File: config.mk
export PLATFORM = sky130hd
export DESIGN_NAME = flash_cmd_decoder
export DESIGN_NICKNAME = d
export VERILOG_FILES = /design/src/rtl/fcd_pkg.sv /design/src/rtl/fcd_seq.sv /design/src/rtl/fcd_status.sv /design/src/rtl/flash_cmd_decoder.sv
export SDC_FILE = /design/constraint.sdc
export NUM_CORES = 1
export LEC_CHECK = 0
export BUFFER_PORTS_ARGS = -buffer_cell sky130_fd_sc_hd__buf_4
export CORE_UTILIZATION = 54
export DETAILED_ROUTE_END_ITERATION = 10
export GPL_TIMING_DRIVEN = 0
export PLACE_DENSITY = 0.85
export SETUP_SLACK_MARGIN = 0.1
export SKIP_CTS_REPAIR_TIMING = 1
export SYNTH_ARGS = -nofsm -noshare
export SYNTH_HDL_FRONTEND = slang
export SYNTH_HIERARCHICAL = 1
export SYNTH_SLANG_ARGS = --single-unit
File: constraint.sdc
create_clock -name clk -period 2.8 [get_ports clk]
set_clock_uncertainty 0.1 [all_clocks]
set_input_delay 0.28 -clock clk [delete_from_list [all_inputs] [get_ports clk]]
set_output_delay 0.28 -clock clk [all_outputs]
set_load 0.05 [all_outputs]
File: src/rtl/fcd_pkg.sv
package fcd_pkg;

  typedef enum logic [1:0] {RM_ARRAY, RM_STATUS, RM_IDENT, RM_QUERY} rmode_t;
  typedef enum logic [1:0] {OP_WORD, OP_ERASE, OP_BUF, OP_BULK} op_t;
  typedef enum logic [2:0] {
    S_IDLE, S_PSET, S_ESET, S_BCNT, S_BLOAD, S_BCONF, S_XSET, S_RUN
  } seq_t;

  localparam logic [7:0] C_ARRAY  = 8'hFF;
  localparam logic [7:0] C_STATUS = 8'h70;
  localparam logic [7:0] C_IDENT  = 8'h90;
  localparam logic [7:0] C_QUERY  = 8'h98;
  localparam logic [7:0] C_CLEAR  = 8'h50;
  localparam logic [7:0] C_PROG   = 8'h40;
  localparam logic [7:0] C_ERASE  = 8'h20;
  localparam logic [7:0] C_BUFP   = 8'hE8;
  localparam logic [7:0] C_BULK   = 8'h80;
  localparam logic [7:0] C_CONF   = 8'hD0;
  localparam logic [7:0] C_SUSP   = 8'hB0;

  function automatic logic is_mode_cmd(input logic [7:0] c);
    return (c == C_ARRAY) || (c == C_STATUS) || (c == C_IDENT) || (c == C_QUERY);
  endfunction

  function automatic rmode_t mode_of(input logic [7:0] c);
    case (c)
      C_ARRAY: return RM_ARRAY;
      C_IDENT: return RM_IDENT;
      C_QUERY: return RM_QUERY;
      default: return RM_STATUS;
    endcase
  endfunction

  // Whitelist while an operation runs; bulk programming accepts nothing.
  function automatic logic run_accepts(input op_t op, input logic [7:0] c);
    return (op != OP_BULK) && ((c == C_STATUS) || (c == C_SUSP));
  endfunction

  function automatic logic count_ok(input int unsigned n, input int unsigned max);
    return (n != 0) && (n <= max);
  endfunction

endpackage

File: src/rtl/fcd_seq.sv
module fcd_seq
  import fcd_pkg::*;
#(
  parameter int ADDR_W  = 23,
  parameter int BUF_MAX = 512,
  parameter int CNT_W   = 10
) (
  input  logic              clk,
  input  logic              rst_n,
  input  logic              wr_en,
  input  logic [ADDR_W-1:0] wr_addr,
  input  logic [15:0]       wr_data,
  input  logic              wsm_done,
  input  logic              wsm_susp_ack,
  output logic              wsm_start,
  output op_t               wsm_op,
  output logic [ADDR_W-1:0] wsm_addr,
  output logic [15:0]       wsm_data,
  output logic [CNT_W-1:0]  wsm_count,
  output logic              wsm_susp_req,
  output logic              running,
  output op_t               run_op,
  output logic              mode_wr,
  output rmode_t            mode_val,
  output logic              ev_seq_err,
  output logic              ev_clear,
  output logic              ev_susp_ack,
  output logic              ev_done
);

  seq_t              st, st_nxt;
  logic              start_c, susp_set;
  op_t               op_c;
  logic [ADDR_W-1:0] addr_c, b_addr;
  logic [CNT_W-1:0]  cnt_c, b_cnt, rem;
  logic [7:0]        cmd;

  assign cmd         = wr_data[7:0];
  assign running     = (st == S_RUN);
  assign ev_done     = running && wsm_done;
  assign ev_susp_ack = running && wsm_susp_req && wsm_susp_ack && !wsm_done;

  always_comb begin
    st_nxt     = st;
    start_c    = 1'b0;
    op_c       = OP_WORD;
    addr_c     = wr_addr;
    cnt_c      = CNT_W'(1);
    susp_set   = 1'b0;
    mode_wr    = 1'b0;
    mode_val   = RM_STATUS;
    ev_seq_err = 1'b0;
    ev_clear   = 1'b0;
    case (st)
      S_IDLE: if (wr_en) begin
        if (is_mode_cmd(cmd)) begin
          mode_wr  = 1'b1;
          mode_val = mode_of(cmd);
        end else begin
          case (cmd)
            C_CLEAR: ev_clear = 1'b1;
            C_PROG:  begin st_nxt = S_PSET; mode_wr = 1'b1; end
            C_ERASE: begin st_nxt = S_ESET; mode_wr = 1'b1; end
            C_BUFP:  begin st_nxt = S_BCNT; mode_wr = 1'b1; end
            C_BULK:  begin st_nxt = S_XSET; mode_wr = 1'b1; end
            default: ;
          endcase
        end
      end
      S_PSET: if (wr_en) begin
        start_c = 1'b1;
        op_c    = OP_WORD;
      end
      S_ESET: if (wr_en) begin
        if (cmd == C_CONF) begin start_c = 1'b1; op_c = OP_ERASE; end
        else ev_seq_err = 1'b1;
      end
      S_BCNT: if (wr_en) begin
        if (count_ok(int'(wr_data), BUF_MAX)) st_nxt = S_BLOAD;
        else ev_seq_err = 1'b1;
      end
      S_BLOAD: if (wr_en && rem == CNT_W'(1)) st_nxt = S_BCONF;
      S_BCONF: if (wr_en) begin
        if (cmd == C_CONF) begin
          start_c = 1'b1;
          op_c    = OP_BUF;
          addr_c  = b_addr;
          cnt_c   = b_cnt;
        end else ev_seq_err = 1'b1;
      end
      S_XSET: if (wr_en) begin
        if (cmd == C_CONF) begin start_c = 1'b1; op_c = OP_BULK; end
        else ev_seq_err = 1'b1;
      end
      S_RUN: begin
        if (wsm_done) st_nxt = S_IDLE;
        else if (wr_en && run_accepts(run_op, cmd)) begin
          if (cmd == C_STATUS) mode_wr = 1'b1;
          else susp_set = 1'b1;
        end
      end
      default: st_nxt = S_IDLE;
    endcase
    if (start_c) st_nxt = S_RUN;
    if (ev_seq_err) begin
      st_nxt  = S_IDLE;
      mode_wr = 1'b1;
    end
  end

  always_ff @(posedge clk or negedge rst_n) begin
    if (!rst_n) begin
      st           <= S_IDLE;
      run_op       <= OP_WORD;
      wsm_start    <= 1'b0;
      wsm_op       <= OP_WORD;
      wsm_addr     <= '0;
      wsm_data     <= '0;
      wsm_count    <= '0;
      wsm_susp_req <= 1'b0;
      b_addr       <= '0;
      b_cnt        <= '0;
      rem          <= '0;
    end else begin
      st        <= st_nxt;
      wsm_start <= start_c;
      if (start_c) begin
        run_op    <= op_c;
        wsm_op    <= op_c;
        wsm_addr  <= addr_c;
        wsm_data  <= wr_data;
        wsm_count <= cnt_c;
      end
      if (st == S_BCNT && wr_en) begin
        b_addr <= wr_addr;
        b_cnt  <= wr_data[CNT_W-1:0];
        rem    <= wr_data[CNT_W-1:0];
      end else if (st == S_BLOAD && wr_en) begin
        rem <= rem - CNT_W'(1);
      end
      if (ev_done)                      wsm_susp_req <= 1'b0;
      else if (susp_set)                wsm_susp_req <= 1'b1;
      else if (wsm_susp_ack)            wsm_susp_req <= 1'b0;
    end
  end

  AST_START_PULSE: assert property (@(posedge clk) disable iff (!rst_n)
    wsm_start |=> !wsm_start);
  AST_ERR_NO_START: assert property (@(posedge clk) disable iff (!rst_n)
    ev_seq_err |=> !wsm_start);
  AST_BULK_LOCK: assert property (@(posedge clk) disable iff (!rst_n)
    (running && run_op == OP_BULK && !wsm_done) |=> (running && !wsm_susp_req));
  AST_SUSP_HOLD: assert property (@(posedge clk) disable iff (!rst_n)
    (wsm_susp_req && !wsm_susp_ack && !wsm_done) |=> wsm_susp_req);

endmodule

File: src/rtl/fcd_status.sv
module fcd_status
  import fcd_pkg::*;
(
  input  logic       clk,
  input  logic       rst_n,
  input  logic       running,
  input  op_t        run_op,
  input  logic       ev_clear,
  input  logic       ev_seq_err,
  input  logic       ev_done,
  input  logic       done_fail,
  input  logic       ev_susp_ack,
  output logic [7:0] status
);

  logic e_err, p_err, e_susp, p_susp;

  always_ff @(posedge clk or negedge rst_n) begin
    if (!rst_n) begin
      e_err  <= 1'b0;
      p_err  <= 1'b0;
      e_susp <= 1'b0;
      p_susp <= 1'b0;
    end else begin
      if (ev_clear) begin
        e_err <= 1'b0;
        p_err <= 1'b0;
      end else if (ev_seq_err) begin
        e_err <= 1'b1;
        p_err <= 1'b1;
      end else if (ev_done && done_fail) begin
        if (run_op == OP_ERASE) e_err <= 1'b1;
        else                    p_err <= 1'b1;
      end
      if (ev_done) begin
        e_susp <= 1'b0;
        p_susp <= 1'b0;
      end else if (ev_susp_ack) begin
        if (run_op == OP_ERASE) e_susp <= 1'b1;
        else                    p_susp <= 1'b1;
      end
    end
  end

  assign status = {!running, e_susp, e_err, p_err, 1'b0, p_susp, 2'b00};

  AST_ERR_STICKY: assert property (@(posedge clk) disable iff (!rst_n)
    (status[5] && !ev_clear) |=> status[5]);
  AST_ERR_PAIR: assert property (@(posedge clk) disable iff (!rst_n)
    ev_seq_err |=> (status[5] && status[4]));

endmodule

File: src/rtl/flash_cmd_decoder.sv
module flash_cmd_decoder
  import fcd_pkg::*;
#(
  parameter int ADDR_W  = 23,
  parameter int BUF_MAX = 512,
  localparam int CNT_W  = $clog2(BUF_MAX + 1)
) (
  input  logic              clk,
  input  logic              rst_n,
  input  logic              wr_en,
  input  logic [ADDR_W-1:0] wr_addr,
  input  logic [15:0]       wr_data,
  output logic [1:0]        read_mode,
  output logic [7:0]        status,
  output logic              wsm_start,
  output logic [1:0]        wsm_op,
  output logic [ADDR_W-1:0] wsm_addr,
  output logic [15:0]       wsm_data,
  output logic [CNT_W-1:0]  wsm_count,
  output logic              wsm_susp_req,
  input  logic              wsm_done,
  input  logic              wsm_fail,
  input  logic              wsm_susp_ack
);

  logic   running, mode_wr, ev_seq_err, ev_clear, ev_susp_ack, ev_done;
  op_t    run_op, op_q;
  rmode_t mode_val, mode_q;

  fcd_seq #(.ADDR_W(ADDR_W), .BUF_MAX(BUF_MAX), .CNT_W(CNT_W)) u_seq (
    .clk(clk), .rst_n(rst_n), .wr_en(wr_en), .wr_addr(wr_addr), .wr_data(wr_data),
    .wsm_done(wsm_done), .wsm_susp_ack(wsm_susp_ack),
    .wsm_start(wsm_start), .wsm_op(op_q), .wsm_addr(wsm_addr), .wsm_data(wsm_data),
    .wsm_count(wsm_count), .wsm_susp_req(wsm_susp_req),
    .running(running), .run_op(run_op), .mode_wr(mode_wr), .mode_val(mode_val),
    .ev_seq_err(ev_seq_err), .ev_clear(ev_clear), .ev_susp_ack(ev_susp_ack),
    .ev_done(ev_done)
  );

  fcd_status u_status (
    .clk(clk), .rst_n(rst_n), .running(running), .run_op(run_op),
    .ev_clear(ev_clear), .ev_seq_err(ev_seq_err), .ev_done(ev_done),
    .done_fail(wsm_fail), .ev_susp_ack(ev_susp_ack), .status(status)
  );

  always_ff @(posedge clk or negedge rst_n) begin
    if (!rst_n)       mode_q <= RM_ARRAY;
    else if (mode_wr) mode_q <= mode_val;
  end

  assign read_mode = mode_q;
  assign wsm_op    = op_q;

  AST_START_NOT_READY: assert property (@(posedge clk) disable iff (!rst_n)
    wsm_start |-> !status[7]);
  AST_START_IN_STATUS: assert property (@(posedge clk) disable iff (!rst_n)
    wsm_start |-> (read_mode == 2'd1));

endmodule

==> impl_metrics.py <==
metrics = {
    "status": {
        "outcome": "finished with violations",
        "violations": "DRC",
    },
    "global_route": {
        "grt_use_total_pct": 27.2,
        "grt_max_degree": 106,
        "antenna_found_initial": 0,
        "grt_overflow": 0,
        "grt_pass1_vias": 4107,
        "grt_first_pass_wirelength_mm": 20.4,
    },
    "cts": {
        "clock_latency_ns": 0.37,
        "cts_made_buffers": 9,
        "clk_pin_slew_ns": 0.12,
        "clock_path_buffers": 2,
        "cts_tree": "done",
        "h-tree-depth": 3,
        "cts.root.buffer_cell": "clkbuf_8",
        "clock_sinks": 105,
    },
    "placement": {
        "gp_congestion": 0.896,
        "hpwl_mm": 8.95,
        "dp_slack_ns": -0.0754,
        "io_buffers": 101,
        "placedCellCount": 759,
    },
    "routing": {
        "wl_met1_mm": 5.70,
        "wl_mm": 12.9,
        "drtIter0Drc": 303,
        "dr.pass1.iters": 8,
        "avgRoutedWirePerCell_um": 16.4,
        "viasPerCell": 5.68,
        "vias": 4450,
        "top_layer_used": "met4",
        "wl_met3_um": 865,
        "ant_nets": 0,
        "route.met2.wl_mm": 6.04,
        "drc": 9,
    },
    "yosys": {
        "ys_top_cells_by_area": "dfrtp_1 (53%), nand2_1 (13%), o21ai_0 (4.7%)",
        "synth_ff_type": "dfrtp_1",
        "async_reset_ff_share_pct": 100,
        "yosysWarnings": 6,
        "synth-seq-area-share_pct": 52.9,
        "synth_edf_count": 0,
        "yosysUniqueCellTypes": 57,
        "synth_top_area_cell": "dfrtp_1",
        "synth_top_area_share_pct": 52.9,
        "syn_area_sq_um": 4960,
        "synth_area_per_cell_sq_um": 9.06,
        "syn_inst": 548,
        "synth_seq_cells": 105,
    },
    "layout": {
        "area_delta_synth_final_pct": 24.2,
        "fin_nets": 718,
        "fillers": 701,
        "multiInputGateArea_sq_um": 2100,
        "seqCellArea_sq_um": 2630,
        "final_util_pct": 70.0,
        "antenna_cells": 0,
        "drive_gt1_share_pct": 22.9,
        "instances_no_fill": 784,
    },
    "power": {
        "power_leakage_nw": 3.03,
        "powerDensity_nw_per_um2": 1000,
        "totalPowerFinal_w": 0.00618,
        "vdd_drop_max_v": 0.000808,
    },
    "floorplan": {
        "row_count": 34,
        "die_w_um": 97.9,
        "pin_count": 108,
        "start_util_pct": 56.4,
        "core_area_sq_um": 8810,
        "die_y_um": 97.9,
        "dieArea_sq_um": 9580,
    },
    "worst_setup_path": {
        "ff2ff_path_depth": 6,
        "reg2reg_slack_ns": 0.30,
        "crit_arrival_ns": 2.70,
        "required_ns": 2.95,
        "rr_endpoint": "u_seq/st[0]$_DFFE_PN0P_",
        "path_max_fanout": 9,
        "end_kind": "flip-flop",
        "reg2reg_from": "u_seq/rem[4]$_DFFE_PN0P_",
        "start_kind": "primary input",
        "critPathKind": "in2reg",
    },
    "worst_hold_path": {
        "min_from": "wr_addr[18]",
        "hold_depth": 3,
        "worstHoldEndpoint": "u_seq/b_addr[18]$_DFFE_PN0P_",
        "hold_path.class": "in2reg",
    },
    "sta": {
        "hold_viol": 0,
        "drv_slew": 0,
        "maxSlewHeadroom_pct": 38.3,
        "rsz0062_at_grt": "false",
        "finalCritPeriodShare_pct": 91.0,
        "worst_slew_pin_slew_ns": 0.926,
        "post-route-min-period_ns": 2.55,
        "fin_tns_setup_ns": 0,
        "setup_viol": 0,
        "setup_slack_ns": 0.252,
        "fmax_mhz": 393,
    },
    "job": {
        "max_cap_viol_count": 0,
    },
}
[kinds of logic after synthesis]
kind of cell    share of synthesized area, %
mux                                     5.32
simple gates                            22.5
xor+xnor                               0.353
other cells                           0.0755
buf+inv                                 4.96
compound gates                          13.4
flops                                   52.9
fa+ha+maj                              0.504
[routing by layer]
metal | vias to the layer above | GRT usage [%]
met3 | 26 | 4.87
met5 | - | 0
li1 | 2094 | -
met4 | 0 | 10.0
met1 | 2150 | 39.4
met2 | 180 | 41.1
[state kept, by name, summed over array words and instances, names as in the netlist]
name,flops
u_status/p_err,1
u_seq/b_addr,23
u_seq/b_cnt,10
u_status/e_err,1
u_seq/wsm_count,10
u_seq/wsm_susp_req,1
u_seq/rem,10
u_seq/run_op,2
u_seq/wsm_data,16
u_seq/st,3
u_seq/wsm_addr,23
u_status/e_susp,1
read_mode,2
u_status/p_susp,1
u_seq/wsm_start,1
[final cells by class]
type	count	area share [%]
flip-flops and latches	105	42.6
multi-input cells	394	34.1
repair buffers	110	13.8
clock buffers	10	2.07
well taps	108	2.19
clock inverters	6	1.01
plain buffers	41	3.55
inverters	10	0.669
[worst max path at each step]
| stage | cells after the start | startpoint | endpoint |
|---|---|---|---|
| 3_5_place_dp | 9 | wr_data[3] | read_mode[0]$_DFFE_PN0P_ |
| 6_report | 9 | wr_data[3] | read_mode[1]$_DFFE_PN0P_ |
| 4_1_cts | 7 | u_seq/st[2]$_DFFE_PN0P_ | u_seq/rem[9]$_DFFE_PN0P_ |
| 2_1_floorplan | 9 | wr_data[3] | read_mode[0]$_DFFE_PN0P_ |
| 3_3_place_gp | 9 | wr_data[3] | read_mode[0]$_DFFE_PN0P_ |
| 5_1_grt | 8 | u_seq/st[1]$_DFFE_PN0P_ | u_seq/wsm_addr[1]$_DFFE_PN0P_ |
[synthesized netlist by cell type, types with 3 or more instances]
master      n
clkbuf_1   22
nor3_1     10
o21ai_0    47
nor4_1      6
buf_1       3
a22o_1      9
or3_1       5
buf_2       5
and3_1      5
buf_4       9
nand3_1     4
dfrtp_1   105
nand2_1   178
mux2i_1    23
a21oi_1    14
a22oi_1     5
o41ai_1     3
nand2b_1    5
mux2_2      3
a31oi_1     5
nor2_1     25
inv_1       8
[critical path: stages]
cell and delay [ns]:
buf_6 0.12, or4_4 0.53, buf_6 0.16, or4_4 0.52
a31oi_1 0.21, o21a_1 0.16, o21ai_1 0.14, o211ai_1 0.21
mux2_2 0.37
[cells in the final DEF, fill, tap and decap left out, drive strengths merged, types with 2 or more instances in the layout]
cell,Yosys,layout
o31ai,2,2
clkbuf,22,33
nor3,11,11
and3,5,5
xnor2,2,2
a31oi,5,5
or4,3,3
a22o,9,9
conb,1,3
mux2i,23,23
or3,5,5
dfrtp,105,105
o21ai,49,49
dlygate4sd3,0,9
mux2,3,3
o21a,2,2
a311oi,4,4
ha,2,2
a211o,2,2
or2,2,2
nor2,25,25
a22oi,5,5
clkinv,2,4
nand2b,5,5
buf,19,119
a21oi,14,14
o41ai,3,3
nor4,6,6
o22ai,2,2
and2,3,3
inv,8,11
nand3,4,4
nor2b,2,2
nand2,178,178
[where the power goes]
| part | total (W) | switching, W | internal (W) |
|---|---|---|---|
| clock | 0.000897 | 0.000551 | 0.000346 |
| sequential | 0.00243 | 0.000354 | 0.00208 |
| combinational | 0.00285 | 0.00198 | 0.000870 |
[stage by stage]
step	area, sq um	hold WS [ns]
detailed placement	5870	0.362
floorplan	4970	-0.116
global placement	5870	0.357
finish	6170	0.00115
global route	6170	0.000931
CTS	6060	-0.00947
Note: power is estimated with default switching activity, not from simulation.
